`src/rtl/sm_div_pkg.sv`:
```
package sm_div_pkg;
  typedef enum logic {
    ST_IDLE = 1'b0,
    ST_RUN  = 1'b1
  } div_state_e;
endpackage

```
`src/rtl/sm_div_rst_sync.sv`:
```
module sm_div_rst_sync (
  input  logic clk_i,
  input  logic rst_ni,
  output logic rst_no
);
  logic [1:0] sync_q;

  always_ff @(posedge clk_i or negedge rst_ni) begin
    if (!rst_ni) sync_q <= 2'b00;
    else         sync_q <= {sync_q[0], 1'b1};
  end

  assign rst_no = sync_q[1];
endmodule

```
`src/rtl/sm_div_addsub.sv`:
```
// One nonrestoring step: choose the operand (unshifted on the first
// step, doubled afterwards) and the addend (-y on the first step or
// after a non-negative remainder, +y after a negative one).
module sm_div_addsub #(
  parameter int W = 8
) (
  input  logic [W-1:0] rem_i,
  input  logic [W-1:0] ypos_i,
  input  logic [W-1:0] yneg_i,
  input  logic         first_i,
  output logic [W-1:0] sum_o,
  output logic         qbit_o
);
  logic [W-1:0] opa;
  logic [W-1:0] opb;
  logic [W:0]   carry;

  always_comb begin
    opa = first_i ? rem_i : {rem_i[W-2:0], 1'b0};
    opb = (first_i || !rem_i[W-1]) ? yneg_i : ypos_i;
  end

  assign carry[0] = 1'b0;

  for (genvar i = 0; i < W; i++) begin : g_rca
    assign sum_o[i]   = opa[i] ^ opb[i] ^ carry[i];
    assign carry[i+1] = (opa[i] & opb[i]) | (carry[i] & (opa[i] ^ opb[i]));
  end

  assign qbit_o = ~sum_o[W-1];
endmodule

```
`src/rtl/sm_div_ctrl.sv`:
```
module sm_div_ctrl
  import sm_div_pkg::*;
#(
  parameter int MAG_W = 5
) (
  input  logic clk_i,
  input  logic rst_ni,
  input  logic start_i,
  input  logic yzero_i,
  input  logic qbit_i,
  output logic load_o,
  output logic step_o,
  output logic first_o,
  output logic finish_o,
  output logic zdiv_o,
  output logic ovf_o,
  output logic busy_o
);
  localparam int CNT_W = $clog2(MAG_W + 2);
  localparam logic [CNT_W-1:0] LAST_STEP = CNT_W'(MAG_W);

  div_state_e       state_q, state_d;
  logic [CNT_W-1:0] cnt_q, cnt_d;
  logic             accept;
  logic             last_step;

  always_comb begin
    accept    = start_i && (state_q == ST_IDLE);
    zdiv_o    = accept && yzero_i;
    load_o    = accept && !yzero_i;
    step_o    = (state_q == ST_RUN);
    busy_o    = step_o;
    first_o   = step_o && (cnt_q == '0);
    last_step = (cnt_q == LAST_STEP);
    ovf_o     = first_o && qbit_i;
    finish_o  = step_o && (last_step || ovf_o);
  end

  always_comb begin
    state_d = state_q;
    cnt_d   = cnt_q;
    unique case (state_q)
      ST_IDLE: begin
        if (load_o) begin
          state_d = ST_RUN;
          cnt_d   = '0;
        end
      end
      ST_RUN: begin
        if (finish_o) state_d = ST_IDLE;
        else          cnt_d   = cnt_q + 1'b1;
      end
      default: state_d = ST_IDLE;
    endcase
  end

  always_ff @(posedge clk_i or negedge rst_ni) begin
    if (!rst_ni) begin
      state_q <= ST_IDLE;
      cnt_q   <= '0;
    end else begin
      state_q <= state_d;
      cnt_q   <= cnt_d;
    end
  end

  // a run never lasts longer than MAG_W+1 steps
  a_r6_step_bound: assert property (@(posedge clk_i) disable iff (!rst_ni)
    (step_o && last_step) |=> (state_q == ST_IDLE));

  // a start while running never reloads the sequence
  a_r9_no_reload: assert property (@(posedge clk_i) disable iff (!rst_ni)
    (step_o && !finish_o) |=> (cnt_q == $past(cnt_q) + 1'b1));
endmodule

```
`src/rtl/sm_div_datapath.sv`:
```
module sm_div_datapath #(
  parameter int MAG_W = 5
) (
  input  logic             clk_i,
  input  logic             rst_ni,
  input  logic             load_i,
  input  logic             step_i,
  input  logic             first_i,
  input  logic             finish_i,
  input  logic             zdiv_i,
  input  logic             ovf_i,
  input  logic             dvd_sign_i,
  input  logic [MAG_W-1:0] dvd_mag_i,
  input  logic             dvs_sign_i,
  input  logic [MAG_W-1:0] dvs_mag_i,
  output logic             qbit_o,
  output logic [MAG_W:0]   quot_o,
  output logic [MAG_W+1:0] rem_o,
  output logic             done_o,
  output logic             err_o
);
  // remainder: two sign bits plus MAG_W+1 magnitude bits
  localparam int RW = MAG_W + 3;
  localparam int OW = MAG_W + 2;

  logic [RW-1:0]    rem_q, rem_d;
  logic [RW-1:0]    ypos_q, ypos_d;
  logic [RW-1:0]    yneg_q, yneg_d;
  logic [MAG_W-1:0] qsh_q, qsh_d;
  logic             sgn_q, sgn_d;
  logic [MAG_W:0]   quot_q, quot_d;
  logic [OW-1:0]    remo_q, remo_d;
  logic             err_q, err_d;
  logic             done_q, done_d;
  logic [RW-1:0]    step_sum;
  logic [MAG_W:0]   qfull;

  sm_div_addsub #(.W(RW)) u_step (
    .rem_i   (rem_q),
    .ypos_i  (ypos_q),
    .yneg_i  (yneg_q),
    .first_i (first_i),
    .sum_o   (step_sum),
    .qbit_o  (qbit_o)
  );

  assign qfull = {qsh_q, qbit_o};

  always_comb begin
    rem_d  = rem_q;
    ypos_d = ypos_q;
    yneg_d = yneg_q;
    qsh_d  = qsh_q;
    sgn_d  = sgn_q;
    if (load_i) begin
      rem_d  = {{(RW-MAG_W){1'b0}}, dvd_mag_i};
      ypos_d = {{(RW-MAG_W){1'b0}}, dvs_mag_i};
      yneg_d = -{{(RW-MAG_W){1'b0}}, dvs_mag_i};
      qsh_d  = '0;
      sgn_d  = dvd_sign_i ^ dvs_sign_i;
    end else if (step_i) begin
      rem_d = step_sum;
      qsh_d = qfull[MAG_W-1:0];
    end
  end

  always_comb begin
    quot_d = quot_q;
    remo_d = remo_q;
    err_d  = err_q;
    done_d = zdiv_i || finish_i;
    if (zdiv_i || ovf_i) begin
      quot_d = '0;
      remo_d = '0;
      err_d  = 1'b1;
    end else if (finish_i) begin
      quot_d = {sgn_q, qfull[MAG_W-1:0]};
      remo_d = step_sum[OW-1:0];
      err_d  = 1'b0;
    end
  end

  always_ff @(posedge clk_i or negedge rst_ni) begin
    if (!rst_ni) begin
      rem_q  <= '0;
      ypos_q <= '0;
      yneg_q <= '0;
      qsh_q  <= '0;
      sgn_q  <= 1'b0;
      quot_q <= '0;
      remo_q <= '0;
      err_q  <= 1'b0;
      done_q <= 1'b0;
    end else begin
      rem_q  <= rem_d;
      ypos_q <= ypos_d;
      yneg_q <= yneg_d;
      qsh_q  <= qsh_d;
      sgn_q  <= sgn_d;
      quot_q <= quot_d;
      remo_q <= remo_d;
      err_q  <= err_d;
      done_q <= done_d;
    end
  end

  assign quot_o = quot_q;
  assign rem_o  = remo_q;
  assign err_o  = err_q;
  assign done_o = done_q;

  // the two remainder sign bits always agree (no remainder overflow)
  a_r2_dbl_sign: assert property (@(posedge clk_i) disable iff (!rst_ni)
    rem_q[RW-1] == rem_q[RW-2]);

  // an integer quotient bit of 1 ends the run with an error
  a_r8_ovf_err: assert property (@(posedge clk_i) disable iff (!rst_ni)
    ovf_i |=> (err_o && done_o && quot_o == '0));

  // the divisor is held steady while the steps run
  a_r9_dvs_hold: assert property (@(posedge clk_i) disable iff (!rst_ni)
    (step_i && !load_i) |=> $stable(ypos_q));
endmodule

```
`src/rtl/sm_frac_div.sv`:
```
module sm_frac_div #(
  parameter int MAG_W = 5
) (
  input  logic             clk_i,
  input  logic             rst_ni,
  input  logic             start_i,
  input  logic             dvd_sign_i,
  input  logic [MAG_W-1:0] dvd_mag_i,
  input  logic             dvs_sign_i,
  input  logic [MAG_W-1:0] dvs_mag_i,
  output logic [MAG_W:0]   quot_o,
  output logic [MAG_W+1:0] rem_o,
  output logic             done_o,
  output logic             err_o
);
  logic rst_n;
  logic load, step, first, finish, zdiv, ovf, busy, qbit;
  logic yzero;

  assign yzero = (dvs_mag_i == '0);

  sm_div_rst_sync u_rst (
    .clk_i  (clk_i),
    .rst_ni (rst_ni),
    .rst_no (rst_n)
  );

  sm_div_ctrl #(.MAG_W(MAG_W)) u_ctrl (
    .clk_i    (clk_i),
    .rst_ni   (rst_n),
    .start_i  (start_i),
    .yzero_i  (yzero),
    .qbit_i   (qbit),
    .load_o   (load),
    .step_o   (step),
    .first_o  (first),
    .finish_o (finish),
    .zdiv_o   (zdiv),
    .ovf_o    (ovf),
    .busy_o   (busy)
  );

  sm_div_datapath #(.MAG_W(MAG_W)) u_dp (
    .clk_i      (clk_i),
    .rst_ni     (rst_n),
    .load_i     (load),
    .step_i     (step),
    .first_i    (first),
    .finish_i   (finish),
    .zdiv_i     (zdiv),
    .ovf_i      (ovf),
    .dvd_sign_i (dvd_sign_i),
    .dvd_mag_i  (dvd_mag_i),
    .dvs_sign_i (dvs_sign_i),
    .dvs_mag_i  (dvs_mag_i),
    .qbit_o     (qbit),
    .quot_o     (quot_o),
    .rem_o      (rem_o),
    .done_o     (done_o),
    .err_o      (err_o)
  );

  // completion is a single-cycle pulse
  a_r6_done_pulse: assert property (@(posedge clk_i) disable iff (!rst_n)
    done_o |=> !done_o);

  // an idle start with a zero divisor completes at once with an error
  a_r7_zero_div: assert property (@(posedge clk_i) disable iff (!rst_n)
    (start_i && !busy && yzero) |=> (done_o && err_o && quot_o == '0));

  // results move only together with the completion pulse
  a_r10_hold: assert property (@(posedge clk_i) disable iff (!rst_n)
    (!$stable(quot_o) || !$stable(rem_o) || !$stable(err_o)) |-> done_o);
endmodule

```
`config.mk`:
```
export PLATFORM = sky130hd
export DESIGN_NAME = sm_frac_div
export DESIGN_NICKNAME = d
export VERILOG_FILES = /design/src/rtl/sm_div_pkg.sv /design/src/rtl/sm_div_rst_sync.sv /design/src/rtl/sm_div_addsub.sv /design/src/rtl/sm_div_ctrl.sv /design/src/rtl/sm_div_datapath.sv /design/src/rtl/sm_frac_div.sv
export SDC_FILE = /design/constraint.sdc
export NUM_CORES = 1
export LEC_CHECK = 0
export BUFFER_PORTS_ARGS = -buffer_cell sky130_fd_sc_hd__buf_2
export CAP_MARGIN = 20
export CORE_UTILIZATION = 40
export CTS_CLUSTER_SIZE = 10
export DETAILED_ROUTE_END_ITERATION = 8
export PLACE_DENSITY_LB_ADDON = 0.05
export SLEW_MARGIN = 0
export SYNTH_ARGS = -nofsm -noshare
export SYNTH_HDL_FRONTEND = slang
export SYNTH_SLANG_ARGS = --single-unit
```
`constraint.sdc`:
```
create_clock -name clk_i -period 1.25 [get_ports clk_i]
set_input_delay 0.125 -clock clk_i [delete_from_list [all_inputs] [get_ports clk_i]]
set_output_delay 0.125 -clock clk_i [all_outputs]
set_load 0.05 [all_outputs]
```
==> results of run 1 <==
registers in the layout (all words and copies together) (netlist names), 2 cells and up:
register and flops:
u_dp.rem_q 8, u_dp.qsh_q 4, u_ctrl.cnt_q 3, u_dp.quot_o 6, u_dp.rem_o 7, u_rst.sync_q 2, u_dp.ypos_q 4, u_dp.yneg_q 8
final cells by class:
class | count | area (sq um)
Sequential cell | 46 | 1150
Tap cell | 72 | 90.1
Timing Repair Buffer | 87 | 638
Fill cell | 491 | 2290
Inverter | 9 | 51.3
Clock buffer | 7 | 86.3
Multi-Input combinational cell | 153 | 1190
Clock inverter | 1 | 5.00
layer usage:
layer	vias to the layer above	GRT usage
met5	-	0
met4	0	0.0509
met3	8	0.0388
met2	30	0.332
met1	868	0.243
li1	914	-
logic make-up (layout without fill, tap and decap cells):
| family | count (synthesis) | count (layout) |
|---|---|---|
| and+or+nand+nor | 83 | 83 |
| other | 1 | 1 |
| buffers and inverters | 20 | 104 |
| AOI/OAI and AO/OA | 43 | 43 |
| xor gates and xnor gates | 4 | 4 |
| DFF | 46 | 46 |
| muxes | 10 | 10 |
| adders and majority gates | 12 | 12 |
cell usage in the layout (no fill, tap or decap), drive strengths merged:
cell type	synthesis	routed
buf	3	86
nand2	58	58
dfrtp	46	46
o21ai	12	12
a22o	10	10
inv	9	9
nor2	8	8
clkbuf	8	7
fa	6	6
nand3	6	6
ha	6	6
mux2i	5	5
mux2	5	5
a22oi	5	5
o22ai	3	3
a21oi	3	3
and3b	2	2
and3	2	2
nor3b	2	2
o21a	2	2
a31o	2	2
xor2	2	2
and2	2	2
nand3b	1	1
xor3	1	1
a221oi	1	1
a211o	1	1
a311o	1	1
o211ai	1	1
nor3	1	1
xnor2	1	1
a31oi	1	1
nand4	1	1
a32o	1	1
clkinv	0	1
dlygate4sd3	0	1
conb	1	1
through the flow:
step / worst slack (ns) / hold slack, ns / total power [uW] / cell area [sq um]
after global placement: -2.67 / -0.0895 / 7910 / 2920
after floorplan: -2.90 / -0.171 / 6250 / 2400
after detailed placement: -2.72 / -0.0857 / 7950 / 2920
after CTS: -2.76 / 0.0248 / 9400 / 3170
final: -2.75 / 0.0364 / 9600 / 3210
after global routing: -2.94 / 0.0265 / 10400 / 3210
worst max-delay path, stage by stage, from the launching register on:
cell      delay [ns]
dfrtp_1         0.38
inv_1           0.07
ha_2            0.17
nand3b_1        0.10
nand2_2         0.09
mux2_4          0.31
fa_2            0.37
fa_2            0.35
fa_2            0.35
fa_2            0.34
inv_2           0.06
fa_2            0.19
fa_2            0.21
xor3_2          0.30
a221oi_4        0.33
buf_12          0.17
nand2_1         0.05
o21ai_1         0.08
timing repair:
item                                   4_1_cts  5_1_grt
buffers inserted                            10        3
pin swaps                                    6        3
setup endpoints to repair                   44       44
endpoints found under the hold margin        2        0
hold buffers                                 1        0
gates resized for setup                     17       15
cloned                                       1        0
path summary, 6_finish.rpt:
| check | startpoint | endpoint | slack (ns) | cells past startpoint |
|---|---|---|---|---|
| setup / recovery | u_ctrl.cnt_q[1] | u_dp.rem_o[6] | -2.75 | 17 |
| hold reg to reg | u_rst.sync_q[1] | u_ctrl.cnt_q[1] | 0.25 | 1 |
| hold / removal | dvd_mag_i[4] | u_dp.rem_q[4] | 0.04 | 3 |
| min in group asynchronous | rst_ni | u_rst.sync_q[1] | 0.13 | 2 |
| setup reg to reg | u_ctrl.cnt_q[1] | u_dp.rem_o[6] | -2.75 | 17 |
| max in group asynchronous | u_rst.sync_q[1] | u_dp.rem_q[6] | 0.80 | 1 |
power groups by stage:
stage	clock (uW)	combinational [uW]	sequential, uW
final	938	6170	2500
after CTS	984	5920	2490
after global placement	0	5390	2520
after floorplan	0	3170	3080
after detailed placement	0	5440	2510
after global routing	1040	6810	2560
==> results.md, run 1 <==
* First-pass GRT wire length at 8.89 mm
* Post-Syn Area per Cell at between 10 and 15 sq um
* Peak VDD IR at 1100 uV
* Compound-gate portion of the synthesized area at 0.144
* Power Dens Cells at 2990 mW/mm^2
* TritonCTS clock tree: done
* Synth-to-Final Area Change at 40.3%
* TNS Setup at -67.04 ns
* Max_cap viols at 0
* GPL Wtd Cong at between 0.7 and 0.8
* Final slew viol count at 0
* Std cell rows at 27
* Status: finished, violations left
* Fin util at 0.583
* Seq cells post-synth at 46
* Antenna Nets Post-Route at 0
* Violated checks: negative setup slack
* Cells after Synth at 219
* Int Power at around 5600 uW
* Sw power at 4010 uW
* Nets at 329
* WP data arrival at 4.22 ns
* Mapped Nets at 246
* Top sig layer: met4
* DRT iter0 DRCs at 73
* Post-synth ARST share at 1.00
* Setup Viol. Count Final at 44
* Switch share at 0.418
* Core ar. at between 0.005 and 0.006 sq mm
* Drt drc at 0
* Initial antenna violation count at 0
* Final Hold Viols at 0
* Critical Path Start Type: register
* Crit end category: register
* M1 WL at approximately 2.5 mm
* Sequential-to-total area share from yosys stat at 0.503
* Synth Area in Simple Gates at 0.155
* Count leader, synth: nand2_1
* Clock sinks at between 40 and 50
* TritonRoute pass-1 iters at 4
* Logic gate share of total power at 0.642
* WL per Instance at 13.8 um
* Total CTS buffers at 5
* Crit path time final at 4.00 ns
* Max Freq at 250 MHz
* Worst skew pair latency at 0.30 ns
* Yosys warning count at 0
* CTS Buffer Depth at 2
* Number of global-route vias before repair at roughly 2000
* Gr ovfl total at 0
* Largest net degree at the start of global routing at 45
* Post-synth cell types at 37
* Die Area at 0.00603 sq mm
* Sequential power share at 0.260
* Top_reg_cell synth: dfrtp_1
* Fin crit share at 3.20
* EDFF count, synth at 0
* Htree depth at 2
* Area share of fa/ha/maj cells after synthesis at 0.0852
* Layout cells sized above 1 at 0.465
* Final Skew at 0.00542 ns
* Synth Area in XOR/XNOR at 0.0224
* Mapped cell area at 0.00229 sq mm
* Commonest cells in the netlist: 58 x nand2_1, 46 x dfrtp_1, 12 x o21ai_0
* Worst setup margin at -2.75 ns
* Clock-pin slew on the worst setup and hold paths at 0.08 ns
* PortBufs at 29
* Critical path fanouts, max at 14
* Fin cells at between 300 and 400
* Drt via density at 4.85
* Met2 wire len at 2.51 mm
* N_diodes at 0
* Worst Hold Class: input port to register
* Top Ports at 30
* Critical path class: register to register
* DIE WIDTH at between 70 and 80 um
* GRT Total Usage at 0.192
* Dpl hpwl at 3.75 mm
* Mux cell area share after synthesis at 0.0464
* Drt total wl at between 5 and 6 mm
* Root Buffer Master: clkbuf_8
* Clock power share at 0.098
* Initial Utilization at 0.416
* Cell taking the most area after synthesis: dfrtp_1
* Placed Cells at between 300 and 400
* WL met3 at between 100 and 150 um
* Data required time of the worst path at 1.47 ns
* Pleak at 0.00161 uW
* Die Y at 77.7 um
* Yosys top cell area share at 0.503
* Vias at 1820
* Area contributors post-synth: dfrtp_1 50%, nand2_1 9.5%, fa_1 5.2%
* RSZ-0062 raised after global routing: yes
* Largest family of logic cells by synthesized area: simple AND/OR/NAND/NOR gates
Note: power is estimated with default switching activity, not from simulation.
==> run 2, diff against run 1 <==
--- a/config.mk
+++ b/config.mk
@@ -5,9 +5,10 @@
 export SDC_FILE = /design/constraint.sdc
 export NUM_CORES = 1
 export LEC_CHECK = 0
+export ABC_AREA = 1
 export BUFFER_PORTS_ARGS = -buffer_cell sky130_fd_sc_hd__buf_2
 export CAP_MARGIN = 20
-export CORE_UTILIZATION = 40
+export CORE_UTILIZATION = 39
 export CTS_CLUSTER_SIZE = 10
 export DETAILED_ROUTE_END_ITERATION = 8
 export PLACE_DENSITY_LB_ADDON = 0.05
==> results.md, run 2 <==
* DRT iter0 DRCs at 154
* Mapped Nets at 302
* TritonCTS clock tree: done
* Yosys top cell area share at 0.486
* Top_reg_cell synth: dfrtp_1
* Area contributors post-synth: dfrtp_1 49%, nand2_1 11%, inv_1 5.4%
* Commonest cells in the netlist: 72 x nand2_1, 46 x dfrtp_1, 34 x inv_1
* Gr ovfl total at 0
* Data required time of the worst path at 1.44 ns
* Largest stage delay, worst path at 0.40 ns
* Most used cell, CP: fa_2
* Crit end category: register
* Critical path fanouts, max at 8
* R2R cell count at 20
* Synth-to-Final Area Change at 43.3%
* Sequential-to-total area share from yosys stat at 0.486
* WP data arrival at between 3 and 4 ns
* Mapped cell area at 0.00237 sq mm
* Commonest cells after routing, fill and taps aside: 67 x nand2_1, 46 x buf_4, 45 x dfrtp_1
* Layout cells sized above 1 at 0.389
* Core ar. at 0.00589 sq mm
* Placed Area at 0.00301 sq mm
* Most common cell after layout, fill and taps aside: nand2_1
* Final slew viol count at 0
* WHS Path Cells at 3
* TritonRoute pass-1 iters at 4
* Post-synth cell types at 32
* GPL Wtd Cong at 0.773
* Dpl hpwl at 3.72 mm
* Worst Hold Class: input port to register
* Std cell rows at 28
* DIE WIDTH at 80.0 um
* Root Buffer Master: clkbuf_8
* Critical Path Start Type: register
* RSZ-0062 raised after global routing: yes
* Post-synth ARST share at 1.00
* Setup Viol. Count Final at 44
* Clock-pin slew on the worst setup and hold paths at roughly 0.090 ns
* Cells after Synth at ~280
* Htree depth at 2
* Die Area at approximately 0.0064 sq mm
* Count leader, synth: nand2_1
* Cell taking the most area after synthesis: dfrtp_1
* Seq cells post-synth at 46
* WL per Instance at 12.5 um
* Critical path class: register to register
* Final Hold Viols at 0
* Drt via density at ~4.5
* Largest net degree at the start of global routing at 45
* Max Freq at between 200 and 300 MHz
* Fin crit share at 2.98
* Initial antenna violation count at 0
* First-pass GRT wire length at just under 9 mm
* Number of global-route vias before repair at 1973
* Worst setup margin at -2.48 ns
* Total CTS buffers at 5
* Nets at 386
* Clock sinks at 46
* Yosys warning count at 0
* Die Y at approximately 80 um
* Post-Syn Area per Cell at around 8.6 sq um
* Crit-path cells: inv_2, ha_4, nand3_4, nand2_4, mux2_4, fa_2, fa_2, fa_2, fa_2, inv_2, fa_2, fa_2, inv_2, nand3_4, nand3_4, nand2_4, inv_8, buf_12, nand3_1, nand2_1
* Vias at 1972
* PortBufs at 29
* Status: finished, violations left
* Worst skew pair latency at 0.30 ns
* Fin util at 0.577
* Drt drc at 0
* Filler instances at 570
* N_diodes at 0
* CTS Buffer Depth at 2
* EDFF count, synth at 0
* GRT Total Usage at 0.182
* Crit path time final at 3.73 ns
* Slowest-stage cell, CP: dfrtp_1
* Top Ports at 30
* Post-place setup slack at -2.48 ns
* Fin area at 0.00340 sq mm
* Initial Utilization at 0.403
* Final Skew at 0.0101 ns
* Drt total wl at 5.43 mm
* Max_cap viols at 0
* TNS Setup at -63.87 ns
* Antenna Nets Post-Route at 0
* Violated checks: negative setup slack
[run 2: cell types whose count changed in the layout (fill, tap and decap cells not counted), moves of 3 or more]
cell     delta
a22o_1      -3
a22o_2      -7
inv_1      +23
inv_2       +4
mux2_2      -3
mux2i_1     -5
nand2_1    +13
nand3_1    +15
nand3_4     +3
nor2_1     +10
o21ai_0     +6
o21ai_1     +6
[run 2: metal layers]
metal / global-route usage / part of all wire
met5: 0 / 0
met4: 0.0554 / 0.012
met3: 0.0354 / 0.024
met2: 0.308 / 0.50
met1: 0.233 / 0.47
[run 2: timing repair]
item                       4_1_cts  5_1_grt
hold endpoints to repair         2        0
buffers inserted                 2        3
gates cloned                     0        2
pin swaps                        8        2
setup endpoints to repair       44       44
resized for setup               16       36
hold buffers                     1        0
[run 2: final timing paths]
| path | to | startpoint | slack (ns) |
|---|---|---|---|
| worst max-delay path | u_dp.rem_o[0] | u_ctrl.cnt_q[1] | -2.48 |
| worst min-delay path | u_dp.rem_q[0] | dvd_mag_i[0] | 0.05 |
| worst max register to register | u_dp.rem_o[0] | u_ctrl.cnt_q[1] | -2.48 |
| worst min register to register | u_dp.err_o | u_rst.sync_q[1] | 0.24 |
| max in group asynchronous | u_dp.yneg_q[4] | u_rst.sync_q[1] | 0.78 |
| min in group asynchronous | u_rst.sync_q[0] | rst_ni | 0.13 |
[run 2: kinds of logic (layout without fill, tap and decap cells)]
group                      Yosys count  after routing  synth area share
DFF                                 46             46             0.486
buffers and inverters               48            133            0.0861
AOI/OAI and AO/OA                   39             39            0.0929
adders and majority gates           12             12            0.0824
muxes                                2              2           0.00950
other                                1              1           0.00158
xor gates and xnor gates             2              2           0.00739
and+or+nand+nor                    125            125             0.234
[run 2: area by class of cell]
class	instances	area (sq um)	area share
clock buffers	5	68.8	0.0203
clock inverters	3	45.0	0.0133
inverters	37	151	0.0446
multi-input cells	181	1200	0.352
flip-flops and latches	46	1150	0.339
well taps	75	93.8	0.0276
repair buffers	88	688	0.203
[run 2: worst max-delay path, delay by kind of cell (launching register included)]
kind / cells / cell delay, ns
DFF: 1 / 0.40
muxes: 1 / 0.30
adders and majority gates: 7 / 1.95
and+or+nand+nor: 7 / 0.59
buffers and inverters: 5 / 0.38
[run 2: stage by stage]
stage / hold slack (ns) / cells
after detailed placement: -0.0817 / 419
after CTS: 0.0538 / 430
after global placement: -0.0896 / 419
after floorplan: -0.171 / 275
final: 0.0480 / 435
after global routing: 0.0466 / 435
Power of run 2 is left out: the tool's default activity adds up to more than one toggle a clock period on the data nets, which glitch-free logic cannot reach.
